File: config.mk
export PLATFORM = sky130hd
export DESIGN_NAME = nand_cmd_seq
export DESIGN_NICKNAME = d
export VERILOG_FILES = /design/src/rtl/nand_seq_pkg.sv /design/src/rtl/nand_rdy_sync.sv /design/src/rtl/nand_seq_timer.sv /design/src/rtl/nand_addr_plan.sv /design/src/rtl/nand_cmd_seq.sv
export SDC_FILE = /design/constraint.sdc
export NUM_CORES = 1
export LEC_CHECK = 0
export ABC_CLOCK_PERIOD_IN_PS = 4700
export BUFFER_PORTS_ARGS = -buffer_cell sky130_fd_sc_hd__buf_4
export CAP_MARGIN = 20
export CORE_UTILIZATION = 63
export CTS_BUF_LIST = sky130_fd_sc_hd__clkbuf_4 sky130_fd_sc_hd__clkbuf_8
export CTS_CLUSTER_SIZE = 40
export DETAILED_ROUTE_END_ITERATION = 8
export GPL_TIMING_DRIVEN = 0
export PLACE_DENSITY = 0.93
export SYNTH_ARGS = -nofsm -noshare
export SYNTH_HDL_FRONTEND = slang
export SYNTH_HIERARCHICAL = 1
export SYNTH_SLANG_ARGS = --single-unit
File: constraint.sdc
create_clock -name clk -period 4.7 [get_ports clk]
set_input_delay 0.705 -clock clk [delete_from_list [all_inputs] [get_ports clk]]
set_output_delay 0.705 -clock clk [all_outputs]
set_load 0.01 [all_outputs]
File: src/rtl/nand_seq_pkg.sv
package nand_seq_pkg;
    localparam logic [7:0] OP_READ0   = 8'h00;
    localparam logic [7:0] OP_READ1   = 8'h01;
    localparam logic [7:0] OP_READOOB = 8'h50;
    localparam logic [7:0] OP_SEQIN   = 8'h80;
    localparam logic [7:0] OP_PROG    = 8'h10;
    localparam logic [7:0] OP_ERASE1  = 8'h60;
    localparam logic [7:0] OP_ERASE2  = 8'hD0;
    localparam logic [7:0] OP_STATUS  = 8'h70;
    localparam logic [7:0] OP_RESET   = 8'hFF;

    typedef enum logic [2:0] {
        S_IDLE, S_PRE, S_CMD, S_ADDR, S_TWB, S_WAIT, S_DONE
    } seq_state_t;
endpackage

File: src/rtl/nand_rdy_sync.sv
module nand_rdy_sync (
    input  logic clk,
    input  logic rst_n,
    input  logic rdy_async,
    output logic rdy_s
);
    logic meta_q;
    always_ff @(posedge clk or negedge rst_n) begin
        if (!rst_n) begin
            meta_q <= 1'b0;
            rdy_s  <= 1'b0;
        end else begin
            meta_q <= rdy_async;
            rdy_s  <= meta_q;
        end
    end
endmodule

File: src/rtl/nand_seq_timer.sv
module nand_seq_timer #(
    parameter int W = 8
) (
    input  logic         clk,
    input  logic         rst_n,
    input  logic         clr,
    output logic [W-1:0] count
);
    always_ff @(posedge clk or negedge rst_n) begin
        if (!rst_n)   count <= '0;
        else if (clr) count <= '0;
        else          count <= count + 1'b1;
    end
endmodule

File: src/rtl/nand_addr_plan.sv
module nand_addr_plan
    import nand_seq_pkg::*;
#(
    parameter int COL_W      = 10,
    parameter int PAGE_W     = 20,
    parameter int PAGE_BYTES = 512
) (
    input  logic [7:0]        cmd,
    input  logic [COL_W-1:0]  col,
    input  logic              col_vld,
    input  logic [PAGE_W-1:0] page,
    input  logic              page_vld,
    input  logic              bus16,
    input  logic              big,
    output logic [7:0]        pre_cmd,
    output logic [3:0][7:0]   addr_bytes,
    output logic [2:0]        addr_cnt,
    output logic [1:0]        page_first,
    output logic              rd_cmd,
    output logic              nowait
);
    logic [COL_W-1:0] c_adj;
    logic [23:0]      pg;
    int               k;

    assign pg = 24'(page);

    always_comb begin
        c_adj   = col;
        pre_cmd = OP_READ0;
        if (col >= COL_W'(PAGE_BYTES)) begin
            pre_cmd = OP_READOOB;
            c_adj   = col - COL_W'(PAGE_BYTES);
        end else if (col >= COL_W'(256)) begin
            pre_cmd = OP_READ1;
            c_adj   = col - COL_W'(256);
        end
        if (cmd != OP_SEQIN) c_adj = col;
        if (bus16) c_adj = c_adj >> 1;
    end

    always_comb begin
        addr_bytes = '0;
        k          = 0;
        if (col_vld) begin
            addr_bytes[0] = c_adj[7:0];
            k = 1;
        end
        page_first = 2'(k);
        if (page_vld) begin
            addr_bytes[k]     = pg[7:0];
            addr_bytes[k + 1] = pg[15:8];
            k = k + 2;
            if (big) begin
                addr_bytes[k] = {4'h0, pg[19:16]};
                k = k + 1;
            end
        end
        addr_cnt = 3'(k);
    end

    always_comb begin
        rd_cmd = (cmd == OP_READ0) || (cmd == OP_READ1) || (cmd == OP_READOOB);
        nowait = (cmd == OP_PROG) || (cmd == OP_ERASE1) || (cmd == OP_ERASE2) ||
                 (cmd == OP_SEQIN) || (cmd == OP_STATUS);
    end
endmodule

File: src/rtl/nand_cmd_seq.sv
module nand_cmd_seq
    import nand_seq_pkg::*;
#(
    parameter int COL_W      = 10,
    parameter int PAGE_W     = 20,
    parameter int PAGE_BYTES = 512,
    parameter int WE_CYC     = 2,
    parameter int CLK_PS     = 10000,
    parameter int TWB_PS     = 100000,
    parameter int TOUT_PS    = 30000000
) (
    input  logic              clk,
    input  logic              rst_n,
    input  logic              req_valid,
    output logic              req_ready,
    input  logic [7:0]        req_cmd,
    input  logic [COL_W-1:0]  req_col,
    input  logic              req_col_vld,
    input  logic [PAGE_W-1:0] req_page,
    input  logic              req_page_vld,
    input  logic              req_bus16,
    input  logic              req_big,
    output logic              nand_cle,
    output logic              nand_ale,
    output logic              nand_ce_n,
    output logic              nand_we_n,
    output logic [15:0]       nand_dq,
    input  logic              nand_rdy,
    output logic              seq_done
);
    localparam int BYTE_CYC = 2 * WE_CYC;
    localparam int TWB_CYC  = (TWB_PS + CLK_PS - 1) / CLK_PS;
    localparam int TOUT_CYC = (TOUT_PS + CLK_PS - 1) / CLK_PS;
    localparam int PH_W     = $clog2(BYTE_CYC) + 1;
    localparam int WT_W     = $clog2(TOUT_CYC + TWB_CYC + 1) + 1;

    seq_state_t        state, state_nx;
    logic [7:0]        r_cmd;
    logic [COL_W-1:0]  r_col;
    logic [PAGE_W-1:0] r_page;
    logic              r_colv, r_pagev, r_b16, r_big;
    logic [1:0]        addr_idx;
    logic              ce_force;

    logic [7:0]        pre_cmd;
    logic [3:0][7:0]   addr_bytes;
    logic [2:0]        addr_cnt;
    logic [1:0]        page_first;
    logic              plan_rd, plan_nowait;
    logic              rdy_s;
    logic [PH_W-1:0]   ph_cnt;
    logic [WT_W-1:0]   wcnt;
    logic              in_byte, byte_end, twb_end, addr_last, in_wait_span;
    seq_state_t        post_st;

    nand_addr_plan #(.COL_W(COL_W), .PAGE_W(PAGE_W), .PAGE_BYTES(PAGE_BYTES)) u_plan (
        .cmd(r_cmd), .col(r_col), .col_vld(r_colv), .page(r_page), .page_vld(r_pagev),
        .bus16(r_b16), .big(r_big), .pre_cmd(pre_cmd), .addr_bytes(addr_bytes),
        .addr_cnt(addr_cnt), .page_first(page_first), .rd_cmd(plan_rd), .nowait(plan_nowait)
    );

    nand_rdy_sync u_sync (.clk(clk), .rst_n(rst_n), .rdy_async(nand_rdy), .rdy_s(rdy_s));

    assign in_byte      = (state == S_PRE) || (state == S_CMD) || (state == S_ADDR);
    assign in_wait_span = (state == S_TWB) || (state == S_WAIT);
    assign byte_end     = in_byte && (ph_cnt == PH_W'(BYTE_CYC - 1));
    assign twb_end      = (state == S_TWB) && (wcnt == WT_W'(TWB_CYC - 1));
    assign addr_last    = ({1'b0, addr_idx} == addr_cnt - 3'd1);
    assign post_st      = plan_nowait ? S_DONE : S_TWB;

    nand_seq_timer #(.W(PH_W)) u_phase (
        .clk(clk), .rst_n(rst_n), .clr(!in_byte || byte_end), .count(ph_cnt)
    );
    nand_seq_timer #(.W(WT_W)) u_wait (
        .clk(clk), .rst_n(rst_n), .clr(!in_wait_span || twb_end), .count(wcnt)
    );

    // next-state logic
    always_comb begin
        state_nx = state;
        unique case (state)
            S_IDLE: if (req_valid) state_nx = (req_cmd == OP_SEQIN) ? S_PRE : S_CMD;
            S_PRE:  if (byte_end) state_nx = S_CMD;
            S_CMD:  if (byte_end) state_nx = (r_colv || r_pagev) ? S_ADDR : post_st;
            S_ADDR: if (byte_end && addr_last) state_nx = post_st;
            S_TWB:  if (twb_end) state_nx = S_WAIT;
            S_WAIT: if (rdy_s || (plan_rd && wcnt == WT_W'(TOUT_CYC - 1))) state_nx = S_DONE;
            S_DONE: state_nx = S_IDLE;
            default: state_nx = S_IDLE;
        endcase
    end

    // state and request registers
    always_ff @(posedge clk or negedge rst_n) begin
        if (!rst_n) begin
            state    <= S_IDLE;
            r_cmd    <= '0;
            r_col    <= '0;
            r_page   <= '0;
            r_colv   <= 1'b0;
            r_pagev  <= 1'b0;
            r_b16    <= 1'b0;
            r_big    <= 1'b0;
            addr_idx <= '0;
            ce_force <= 1'b0;
        end else begin
            state <= state_nx;
            if (state == S_IDLE && req_valid) begin
                r_cmd   <= req_cmd;
                r_col   <= req_col;
                r_page  <= req_page;
                r_colv  <= req_col_vld;
                r_pagev <= req_page_vld;
                r_b16   <= req_bus16;
                r_big   <= req_big;
            end
            if (state != S_ADDR)  addr_idx <= '0;
            else if (byte_end)    addr_idx <= addr_idx + 2'd1;
            if (state == S_ADDR && byte_end && plan_rd && r_pagev && addr_idx == page_first)
                ce_force <= 1'b1;
            else if (state == S_IDLE || (state == S_WAIT && state_nx != S_WAIT))
                ce_force <= 1'b0;
        end
    end

    // outputs
    always_comb begin
        nand_cle  = (state == S_PRE) || (state == S_CMD);
        nand_ale  = (state == S_ADDR);
        nand_we_n = !(in_byte && ph_cnt < PH_W'(WE_CYC));
        nand_ce_n = !(in_byte || ce_force);
        seq_done  = (state == S_DONE);
        req_ready = (state == S_IDLE);
        unique case (state)
            S_PRE:   nand_dq = {8'h00, pre_cmd};
            S_CMD:   nand_dq = {8'h00, r_cmd};
            S_ADDR:  nand_dq = {8'h00, addr_bytes[addr_idx]};
            default: nand_dq = 16'h0000;
        endcase
    end

    // latches never both open
    p_cle_ale_excl_r2: assert property (@(posedge clk) disable iff (!rst_n)
        !(nand_cle && nand_ale));
    // a strobe always happens with chip enabled
    p_we_needs_ce_r7: assert property (@(posedge clk) disable iff (!rst_n)
        !nand_we_n |-> !nand_ce_n);
    // done is a single pulse and the block is idle next
    p_done_pulse_r1: assert property (@(posedge clk) disable iff (!rst_n)
        seq_done |=> (!seq_done && req_ready));
    // bounded read wait never overruns its counter
    p_read_timeout_r11: assert property (@(posedge clk) disable iff (!rst_n)
        (state == S_WAIT && plan_rd) |-> (wcnt < WT_W'(TOUT_CYC)));
    // ready wait always entered through the tWB delay
    p_twb_first_r9: assert property (@(posedge clk) disable iff (!rst_n)
        (state == S_WAIT && $past(state) != S_WAIT) |-> ($past(state) == S_TWB));
    // address phase needs a present field
    p_addr_needs_field_r4: assert property (@(posedge clk) disable iff (!rst_n)
        nand_ale |-> (r_colv || r_pagev));
endmodule

# Yosys cells after proc, flatten, opt, wreduce, memory -nomap -nowiden
# Cells that the tools add are included.
[word_totals] wordCells=132 reg_bits=66 out_inout_bits=22
[op_classes] n_lt_le_gt_ge=10 eq_ne=22 muxes=40 add_sub_neg=9 n_reduce_logical=37
[ops] op="bitwise mux 32 bit" n=3
[ops] op=">= comparator 32 x 1 -> 1 bit (second input constant)" n=2
[ops] op="less-than comparator 32 x 4 -> 1 bit (second input constant)" n=2
[ops] op="two-way mux 32 bit" n=2
[ops] op="demux 8 bit (select 2 bit)" n=3
[ops] op="two-way mux 8 bit" n=6
[ops] op="two-way mux 3 bit" n=10
[ops] op="two-way mux 9 bit" n=3
[ops] op="== test 8 x 7 -> 1 bit (second input constant)" n=3
[ops] op="== test 8 bit (second input constant)" n=3
[ops] op="one-hot mux 8 bit (3 select lines)" n=1
[ops] op="one-hot mux 3 bit (6 select lines)" n=1
[ops] op="binary-select mux 8 bit (select 2 bit)" n=1
[ops] op="logical OR 1 bit" n=15
[ops] op="logical AND 1 bit" n=14
[ops] op="adder 13 x 1 -> 13 bit (second input constant)" n=1
[ops] op="== test 13 x 12 -> 1 bit (second input constant)" n=1
[ops] op="== test 13 x 4 -> 1 bit (second input constant)" n=1
[ops] op="two-way mux 13 bit" n=1
[ops] op=">= comparator 10 bit (second input constant)" n=1
[ops] op=">= comparator 10 x 9 -> 1 bit (second input constant)" n=1
[ops] op="== test 3 x 2 -> 1 bit (second input constant)" n=3
[ops] op="== test 3 bit (second input constant)" n=3
[ops] op="subtractor 9 x 1 -> 9 bit (second input constant)" n=1
[ops] op="other kinds (26)" n=36

# Logic depth before layout (Yosys ltp)
# Gate-level depths: netlist (run 1).
[logic_depth] word_depth=15 ltp_mapped=9 mapped_depth_nobuf=8

# Modules after synthesis
# The synthesis (run 1) kept the hierarchy.
[by_module_without_submodules] module="nand_cmd_seq" area_each_um2=2633.8 instances=1 cells_per_inst=230
[by_module_without_submodules] module="nand_addr_plan" area_each_um2=696.9 instances=1 cells_per_inst=101
[by_module_without_submodules] module="nand_seq_timer at u_wait" area_each_um2=605.6 instances=1 cells_per_inst=59
[by_module_without_submodules] module="nand_seq_timer at u_phase" area_each_um2=110.1 instances=1 cells_per_inst=8
[by_module_without_submodules] module="nand_rdy_sync" area_each_um2=50.0 instances=1 cells_per_inst=2

# Least setup slack after synthesis (run 1)
# Ideal clock, no wire load.
[synth_path] path_kind="register to output" start="register r_colv" end="output nand_dq[7]" required_time_ns=3.995 arrival_time_ns=1.814 path_buffers=2 path_slack_ns=2.181 stages_incl_launch_ff=8 cell_sequence="dfrtp_1 -> buf_2 -> buf_2 -> o21ai_0 -> a41o_1 -> mux4_2 -> a21oi_1 -> nor3_1"
[synth_rtl] element="start: declaration" line="nand_cmd_seq.sv:41" source="logic r_colv, r_pagev, r_b16, r_big;"
[synth_rtl] element="start signal: assignment" line="nand_cmd_seq.sv:112" source="r_colv <= req_col_vld;"
[synth_rtl] element="end: declaration" line="nand_cmd_seq.sv:27" source="output logic [15:0] nand_dq,"

==> results of run 1 <==
[cell type report]
| class | instances | area [um2] |
|---|---|---|
| clock buffer | 12 | 165 |
| multi-input combinational | 292 | 2180 |
| clock inverter | 4 | 25.0 |
| buffer | 45 | 279 |
| sequential | 66 | 1650 |
| timing repair buffer | 59 | 443 |
| fill | 426 | 1430 |
| tap | 77 | 96.3 |
| inverter | 13 | 48.8 |
[power by group]
part	leakage, uW	total (uW)	switching (uW)	internal, uW
combinational	0.00125	1520	719	805
clock	0.0000944	457	225	233
sequential	0.000820	1030	242	783
[path summary, 6_finish.rpt]
check	start	to	slack (ns)	depth (start not counted)
max	r_colv$_DFFE_PN0P_	nand_dq[2]	1.18	8
min	u_sync/meta_q$_DFF_PN0_	u_sync/rdy_s$_DFF_PN0_	0.35	0
max reg2reg	r_colv$_DFFE_PN0P_	state[0]$_DFF_PN0_	1.73	9
min reg2reg	u_sync/meta_q$_DFF_PN0_	u_sync/rdy_s$_DFF_PN0_	0.35	0
max in group asynchronous	rst_n	r_page[14]$_DFFE_PN0P_	3.72	1
min in group asynchronous	rst_n	u_wait/count[8]$_DFF_PN0_	0.45	1
[cell families (layout without fill, tap and decap cells)]
| logic type | count (synthesis) | after routing | share of synthesized area |
|---|---|---|---|
| DFF | 66 | 66 | 0.403 |
| muxes | 66 | 66 | 0.201 |
| buffers and inverters | 58 | 133 | 0.0800 |
| other | 2 | 18 | 0.00183 |
| adders and majority gates | 5 | 5 | 0.0153 |
| xor gates and xnor gates | 13 | 13 | 0.0278 |
| and+or+nand+nor | 123 | 123 | 0.170 |
| AOI/OAI and AO/OA | 67 | 67 | 0.100 |
[critical path: stages, from the launching register on]
cell and delay (ns):
dfrtp_1 0.55, buf_2 0.29, clkbuf_1 0.37, o21ai_0 0.15, and2_1 0.18, mux4_2 0.46, a21oi_1 0.19, nor3_1 0.08
buf_4 0.17
[per-layer routing]
metal,part of all wire,vias up,GRT usage
met3,0.065,30,0.0538
met1,0.40,1656,0.395
met4,0.031,0,0.166
li1,-,1569,-
met2,0.50,175,0.520
met5,0,-,0
[sequential cells by signal (all words and copies together), names as in the netlist, 2 cells and up]
register and flops:
r_page 20, addr_idx 2, r_col 10, state 3, u_phase/count 3, u_wait/count 13
r_cmd 8
[through the flow]
stage	worst slack, ns	instance area [um2]	hold WS (ns)	utilization
global route	1.05	4890	0.369	0.774
CTS	1.24	4890	0.354	0.774
global placement	1.65	4700	0.335	0.744
finish	1.18	4890	0.347	0.774
detailed placement	1.63	4700	0.339	0.744
floorplan	2.18	4160	0.331	-
[cell usage in the layout (no fill, tap or decap), types with 2 or more instances in the layout]
cell / n
a21oi_1: 26
a22o_1: 6
a31o_2: 2
a41o_1: 2
and2_1: 8
and3_1: 4
buf_2: 7
buf_4: 84
clkbuf_1: 12
clkbuf_8: 12
clkinv_2: 2
clkinvlp_4: 2
conb_1: 18
dfrtp_1: 66
ha_1: 5
inv_1: 13
mux2_2: 50
mux2i_1: 8
mux4_2: 8
nand2_1: 22
nand3_1: 6
nand3b_1: 6
nand4_1: 5
nor2_1: 18
nor2b_1: 15
nor3_1: 11
nor4_1: 4
nor4b_1: 4
o21ai_0: 19
o31ai_1: 6
or3_1: 6
or4_1: 5
xnor2_1: 8
xor2_1: 5
==> out/metrics.cfg, run 1 <==
[detailed_routing]
vias_per_cell = 6.04
first_pass_iters = 7
avgRoutedWirePerCell_um = 17.2
dr.first_iter.drc_count = 261
antenna_left = 0
route.detailed.drc = 0
drt-total-wl_um = 9790
vias = 3430

[floorplanning]
core_um2 = 6310
die_w_um = 82.6
dieArea_um2 = 6830
rows = 29
pin_count = 68
start_util = 0.649
die_y_um = 82.6

[sta]
worstMarginPinSlew_ns = 0.822
slew_viol_final = 0
setup_viol_count_final = 0
period_needed_ns = 3.52
rsz0062_at_grt = no
min_period_over_period = 0.749
skew_ns = 0.00851
max_slew_margin = 0.452
hold_viol_final = 0
max_freq_ghz = 0.284
setup_tns_ns = 0

[setup_path]
crit_arrival_ns = 2.82
worstSetupEndpointType = output port
start_kind = flop
critPathMaxFanout = 10
critPathRequiredTime_ns = 3.99
crit_type = flop to output port

[run_status]
status = finished clean

[synth]
ys_ff_latch = 66
async_flop_share = 1.00
synth_cells = 400
synth_top_area_frac = 0.403
post_synth.cell_area_avg_um2 = 10.2
synth_common_cells = dfrtp_1, mux2_2, a21oi_1, buf_4, nand2_1
ys_seq_area_frac = 0.403
synth_ff_type = dfrtp_1
synth.distinct_cells = 47
synth.most_common_cell = dfrtp_1
yosysTopAreaCell = dfrtp_1
yosys_warnings = 6
synth_edf_count = 0
netlist_top_cells_area = dfrtp_1, mux2_2, buf_4, mux4_2, a21oi_1
syn_area_um2 = 4100

[run]
drv_cap = 0

[clock_tree]
cts_sinks = 66
cts_repair_resize_count = 0
numCtsBuffers = 9
clock_tree.buffer_depth = 2
root_buffer = clkbuf_8
clk_latency_ns = 0.36
post_cts_buffers = 0
hold_buffers = 0
htree_levels = 3
clkTransAtPathRegs_ns = 0.07
cts_tree = built

[placement]
gp_congestion = 0.835
dpl.hpwl_um = 7040
place_inst = 552
port-buffer-count = 59

[finish]
drive_above_1_share = 0.350
final_nets = 537
antenna_cells = 0
synthToLayoutAreaGrowth_pct = 19.3
layout.cells.non_filler = 568

[min_path]
hold_class = flop to flop

[power]
ir_drop_uv = 355
power.total_uw = 3010
power_density_nw_per_um2 = 615
leakage_uw = 0.00216

[global_route]
antenna_found_initial = 0
grt_pass1_wl_um = 15800
grt.overflow.total = 0
grt_pass1_vias = 3254
track_usage = 0.314
grt_max_degree = 67

(Power assumes the default switching activity.)
==> run 2: changes to the inputs <==
Settings changed: ABC_CLOCK_PERIOD_IN_PS 4700 to 3500, CORE_UTILIZATION 63 to 59, PLACE_DENSITY 0.93 to 0.88.
Clock period 4.7 ns to 3.5 ns, I/O delays scaled along.
==> out/metrics.cfg, run 2 (synthesis results as in run 1) <==
[run_status]
status = finished clean

[sta]
rsz0062_at_grt = no
hold_viol_final = 0
max_slew_margin = 0.458
worstMarginPinSlew_ns = 0.814
setup_tns_ns = 0
min_period_over_period = 0.937
slew_viol_final = 0
max_freq_ghz = 0.305
period_needed_ns = 3.28
setup_viol_count_final = 0
skew_ns = 0.00644

[placement]
gp_congestion = 0.856
port-buffer-count = 59
dpl.hpwl_um = 6710

[clock_tree]
clkTransAtPathRegs_ns = 0.06
hold_buffers = 0
htree_levels = 3
cts_sinks = 66
clk_latency_ns = 0.35
numCtsBuffers = 9
cts_tree = built
clock_tree.buffer_depth = 2
root_buffer = clkbuf_8

[floorplanning]
core_um2 = 6760
die_y_um = 85.3
die_w_um = 85.3
dieArea_um2 = 7280
rows = 30
pin_count = 68
start_util = 0.606

[detailed_routing]
first_pass_iters = 5
vias = 3367
vias_per_cell = 5.94
avgRoutedWirePerCell_um = 16.4
antenna_left = 0
route.detailed.drc = 0
dr.first_iter.drc_count = 247
drt-total-wl_um = 9330

[setup_path]
reg2regPathDepth = 9
cp-startpoint = r_colv$_DFFE_PN0P_
cp_slowest_cell = dfrtp_1
r2r_slack_ns = 0.66
path_buf_inv = 4
critPathRequiredTime_ns = 2.97
path_common_cell = buf_2
critPathMaxFanout = 10
cp_top_family = buffers and inverters
worstReg2RegStart = r_colv$_DFFE_PN0P_
worstSetupEndpointType = output port
crit_arrival_ns = 2.75
slowest_delay_ns = 0.54
start_kind = flop
path_cells = buf_2, buf_2, buf_2, o21ai_0, mux4_2, a21oi_1, nor3_1, buf_4
r2r-end = state[0]$_DFF_PN0_
crit_type = flop to output port

[global_route]
antenna_found_initial = 0
grt_pass1_wl_um = 15600
grt.overflow.total = 0
track_usage = 0.276
grt_max_degree = 67
grt_pass1_vias = 3269

[finish]
largest_reg_flops = 20
antenna_cells = 0
regMostFlops = r_page
final_core_util = 0.718
drive_above_1_share = 0.347
final_common_cell = buf_4
synthToLayoutAreaGrowth_pct = 18.4
top_regs = r_page x20, u_wait/count x13, r_col x10
final_nets = 537
layout_common_cells = buf_4, dfrtp_1, mux2_2

[power]
leakage_uw = 0.00215
power.total_uw = 3950
ir_drop_uv = 458
power_density_nw_per_um2 = 814

[min_path]
hold_class = input port to asynchronous set/reset pin

[run]
drv_cap = 0

## run 2: cell types whose count changed in the layout (fill, tap and decap cells not counted), sizes merged
cell / delta
clkinv: -1
clkbuf: -1
clkinvlp: -2
## run 2: cell type report
cell class,count,area (um2)
Inverter,13,48.8
Tap cell,80,100
Buffer,45,280
Sequential cell,66,1650
Clock inverter,1,5.00
Clock buffer,11,145
Timing Repair Buffer,59,443
Fill cell,507,1910
Multi-Input combinational cell,292,2180
## run 2: worst max path at each step
stage	depth (start not counted)	to
after floorplan	9	state[0]$_DFF_PN0_
after global placement	8	nand_dq[0]
after detailed placement	8	nand_dq[2]
after CTS	8	nand_dq[2]
after global routing	8	nand_dq[1]
final	8	nand_dq[1]
## run 2: what timing repair did
item,in CTS,in global routing
resized for setup,0,2
buffers inserted,0,0
hold endpoints to repair,0,0
setup endpoints to repair,0,1
## run 2: per-layer routing
metal  up-vias  track usage  routed length (um)
li1       1572            -                   -
met1      1613        0.366                3990
met2       148        0.452                4550
met3        34       0.0428                 502
met4         0        0.126                 280
met5         -            0                   0
## run 2: report_power, final
group / switching [uW] / leakage, uW / total [uW] / internal (uW)
Combinational: 962 / 0.00125 / 2050 / 1090
Clock: 268 / 0.0000804 / 535 / 267
Sequential: 316 / 0.000820 / 1370 / 1050
## run 2: stage by stage
stage	setup WS [ns]	hold WS (ns)	cell area, um2	std cells
floorplan	1.09	0.229	4160	416
global placement	0.621	0.334	4700	555
detailed placement	0.590	0.337	4700	555
CTS	0.172	0.270	4850	567
global route	0.0845	0.271	4850	567
finish	0.221	0.257	4850	567
==> run 3: changes to the inputs <==
Settings changed: REMOVE_ABC_BUFFERS set to 1.
==> out/metrics.cfg, run 3 (synthesis results as in run 1) <==
[run_status]
status = finished clean

[setup_path]
critPathRequiredTime_ns = 2.97
start_kind = flop
worstSetupEndpointType = output port
r2r-end = state[0]$_DFF_PN0_
crit_arrival_ns = 2.72
cp_slowest_cell = dfrtp_1
critPathMaxFanout = 28
crit_type = flop to output port
slowest_delay_ns = 0.86
path_cells = nor2b_1, a22o_1, mux4_2, a21oi_1, nor3_1, buf_4
reg2regPathDepth = 9
worstReg2RegStart = r_colv$_DFFE_PN0P_
r2r_slack_ns = 0.46

[global_route]
grt.busiest_layer = met2
grt_pass1_wl_um = 15300
use_met3 = 0.0564
antenna_found_initial = 0
track_usage = 0.274
met2_usage = 0.471
grt_pass1_vias = 3286
grt_max_degree = 67
grt_util_met1 = 0.331
grt.overflow.total = 0

[sta]
rsz0062_at_grt = no
hold_viol_final = 0
setup_ws_ns = 0.259
setup_tns_ns = 0
worstMarginPinSlew_ns = 0.988
max_freq_ghz = 0.309
slew_viol_final = 0
skew_ns = 0.00959
setup_viol_count_final = 0
max_slew_margin = 0.341
period_needed_ns = 3.24
min_period_over_period = 0.926

[finish]
regMostFlops = r_page
seq_area_um2 = 1650
synthToLayoutAreaGrowth_pct = 13.7
drive_above_1_share = 0.317
finalInstanceArea_um2 = 4660
final_common_cell = dfrtp_1
filler_cell_count = 537
layout_common_cells = dfrtp_1, buf_4, mux2_2
antenna_cells = 0
multi_input_area_um2 = 2180
top_regs = r_page x20, u_wait/count x13, r_col x10
largest_reg_flops = 20
layout.cells.non_filler = 528
final_nets = 494
final_core_util = 0.690

[detailed_routing]
avgRoutedWirePerCell_um = 17.2
drt-total-wl_um = 9060
first_pass_iters = 5
antenna_left = 0
dr.first_iter.drc_count = 245
vias = 3187
vias_per_cell = 6.04
route.detailed.drc = 0

[clock_tree]
clkTransAtPathRegs_ns = 0.07
hold_buffers = 0
htree_levels = 3
cts_sinks = 66
clock_tree.buffer_depth = 2
root_buffer = clkbuf_8
cts_tree = built
numCtsBuffers = 9
post_cts_buffers = 0
cts_repair_resize_count = 0
clk_latency_ns = 0.35

[floorplanning]
pin_count = 68
start_util = 0.606
rows = 30
core_um2 = 6760
die_y_um = 85.3
dieArea_um2 = 7280
die_w_um = 85.3

[power]
leakage_uw = 0.00201
ir_drop_uv = 528
power_density_nw_per_um2 = 845

[placement]
gp_congestion = 0.799
place_inst = 512
dpl.hpwl_um = 6320
place_area_um2 = 4470
place_ws_ns = 0.544
port-buffer-count = 59

[min_path]
hold_class = input port to asynchronous set/reset pin

[run]
drv_cap = 0

-- run 3: cell count changes in the layout (fill, tap and decap cells not counted) --
| cell | before | now |
|---|---|---|
| buf_2 | 7 | 0 |
| buf_12 | 0 | 1 |
| clkbuf_8 | 10 | 12 |
| clkbuf_4 | 1 | 2 |
| clkbuf_1 | 11 | 0 |
| clkbuf_2 | 1 | 0 |
| buf_16 | 0 | 1 |
| buf_6 | 1 | 0 |
| and2_1 | 8 | 7 |
| and2_2 | 0 | 1 |
| buf_4 | 84 | 59 |
| clkinv_2 | 1 | 2 |
-- run 3: worst max path at each step --
| stage | start | endpoint | slack, ns | depth (start not counted) |
|---|---|---|---|---|
| after detailed placement | r_colv$_DFFE_PN0P_ | state[0]$_DFF_PN0_ | 0.54 | 9 |
| after CTS | r_pagev$_DFFE_PN0P_ | nand_dq[3] | 0.27 | 6 |
| after global placement | r_colv$_DFFE_PN0P_ | state[0]$_DFF_PN0_ | 0.18 | 8 |
| final | r_pagev$_DFFE_PN0P_ | nand_dq[3] | 0.26 | 6 |
| after global routing | r_pagev$_DFFE_PN0P_ | nand_dq[3] | 0.09 | 6 |
| after floorplan | r_colv$_DFFE_PN0P_ | state[0]$_DFF_PN0_ | 0.59 | 8 |
-- run 3: per-layer routing --
layer,wire length [um],up-vias
met5,0,-
met4,217,0
met3,454,23
met2,4680,112
met1,3710,1568
li1,-,1484
-- run 3: stage by stage --
| stage | power [uW] | hold slack (ns) |
|---|---|---|
| after global routing | 4200 | 0.278 |
| after global placement | 3140 | 0.334 |
| after CTS | 3940 | 0.284 |
| after detailed placement | 3310 | 0.349 |
| final | 3940 | 0.270 |
| after floorplan | 2630 | 0.229 |
-- run 3: final cells by class --
cell class,instances,area share
sequential,66,0.354
timing repair buffer,61,0.105
multi-input combinational,292,0.468
clock inverter,2,0.00215
inverter,13,0.0105
tap,80,0.0215
clock buffer,14,0.0387
-- run 3: worst max-delay path, delay by kind of cell (launching register included) --
kind | cells | cell delay (ns)
compound gates | 2 | 0.30
simple gates | 2 | 0.79
flops | 1 | 0.86
mux | 1 | 0.22
buf+inv | 1 | 0.18
-- run 3: power by group --
group	switching (uW)	total [uW]	internal [uW]
logic	767	1810	1040
clock network	283	613	329
registers	471	1520	1050
total	1520	3940	2420
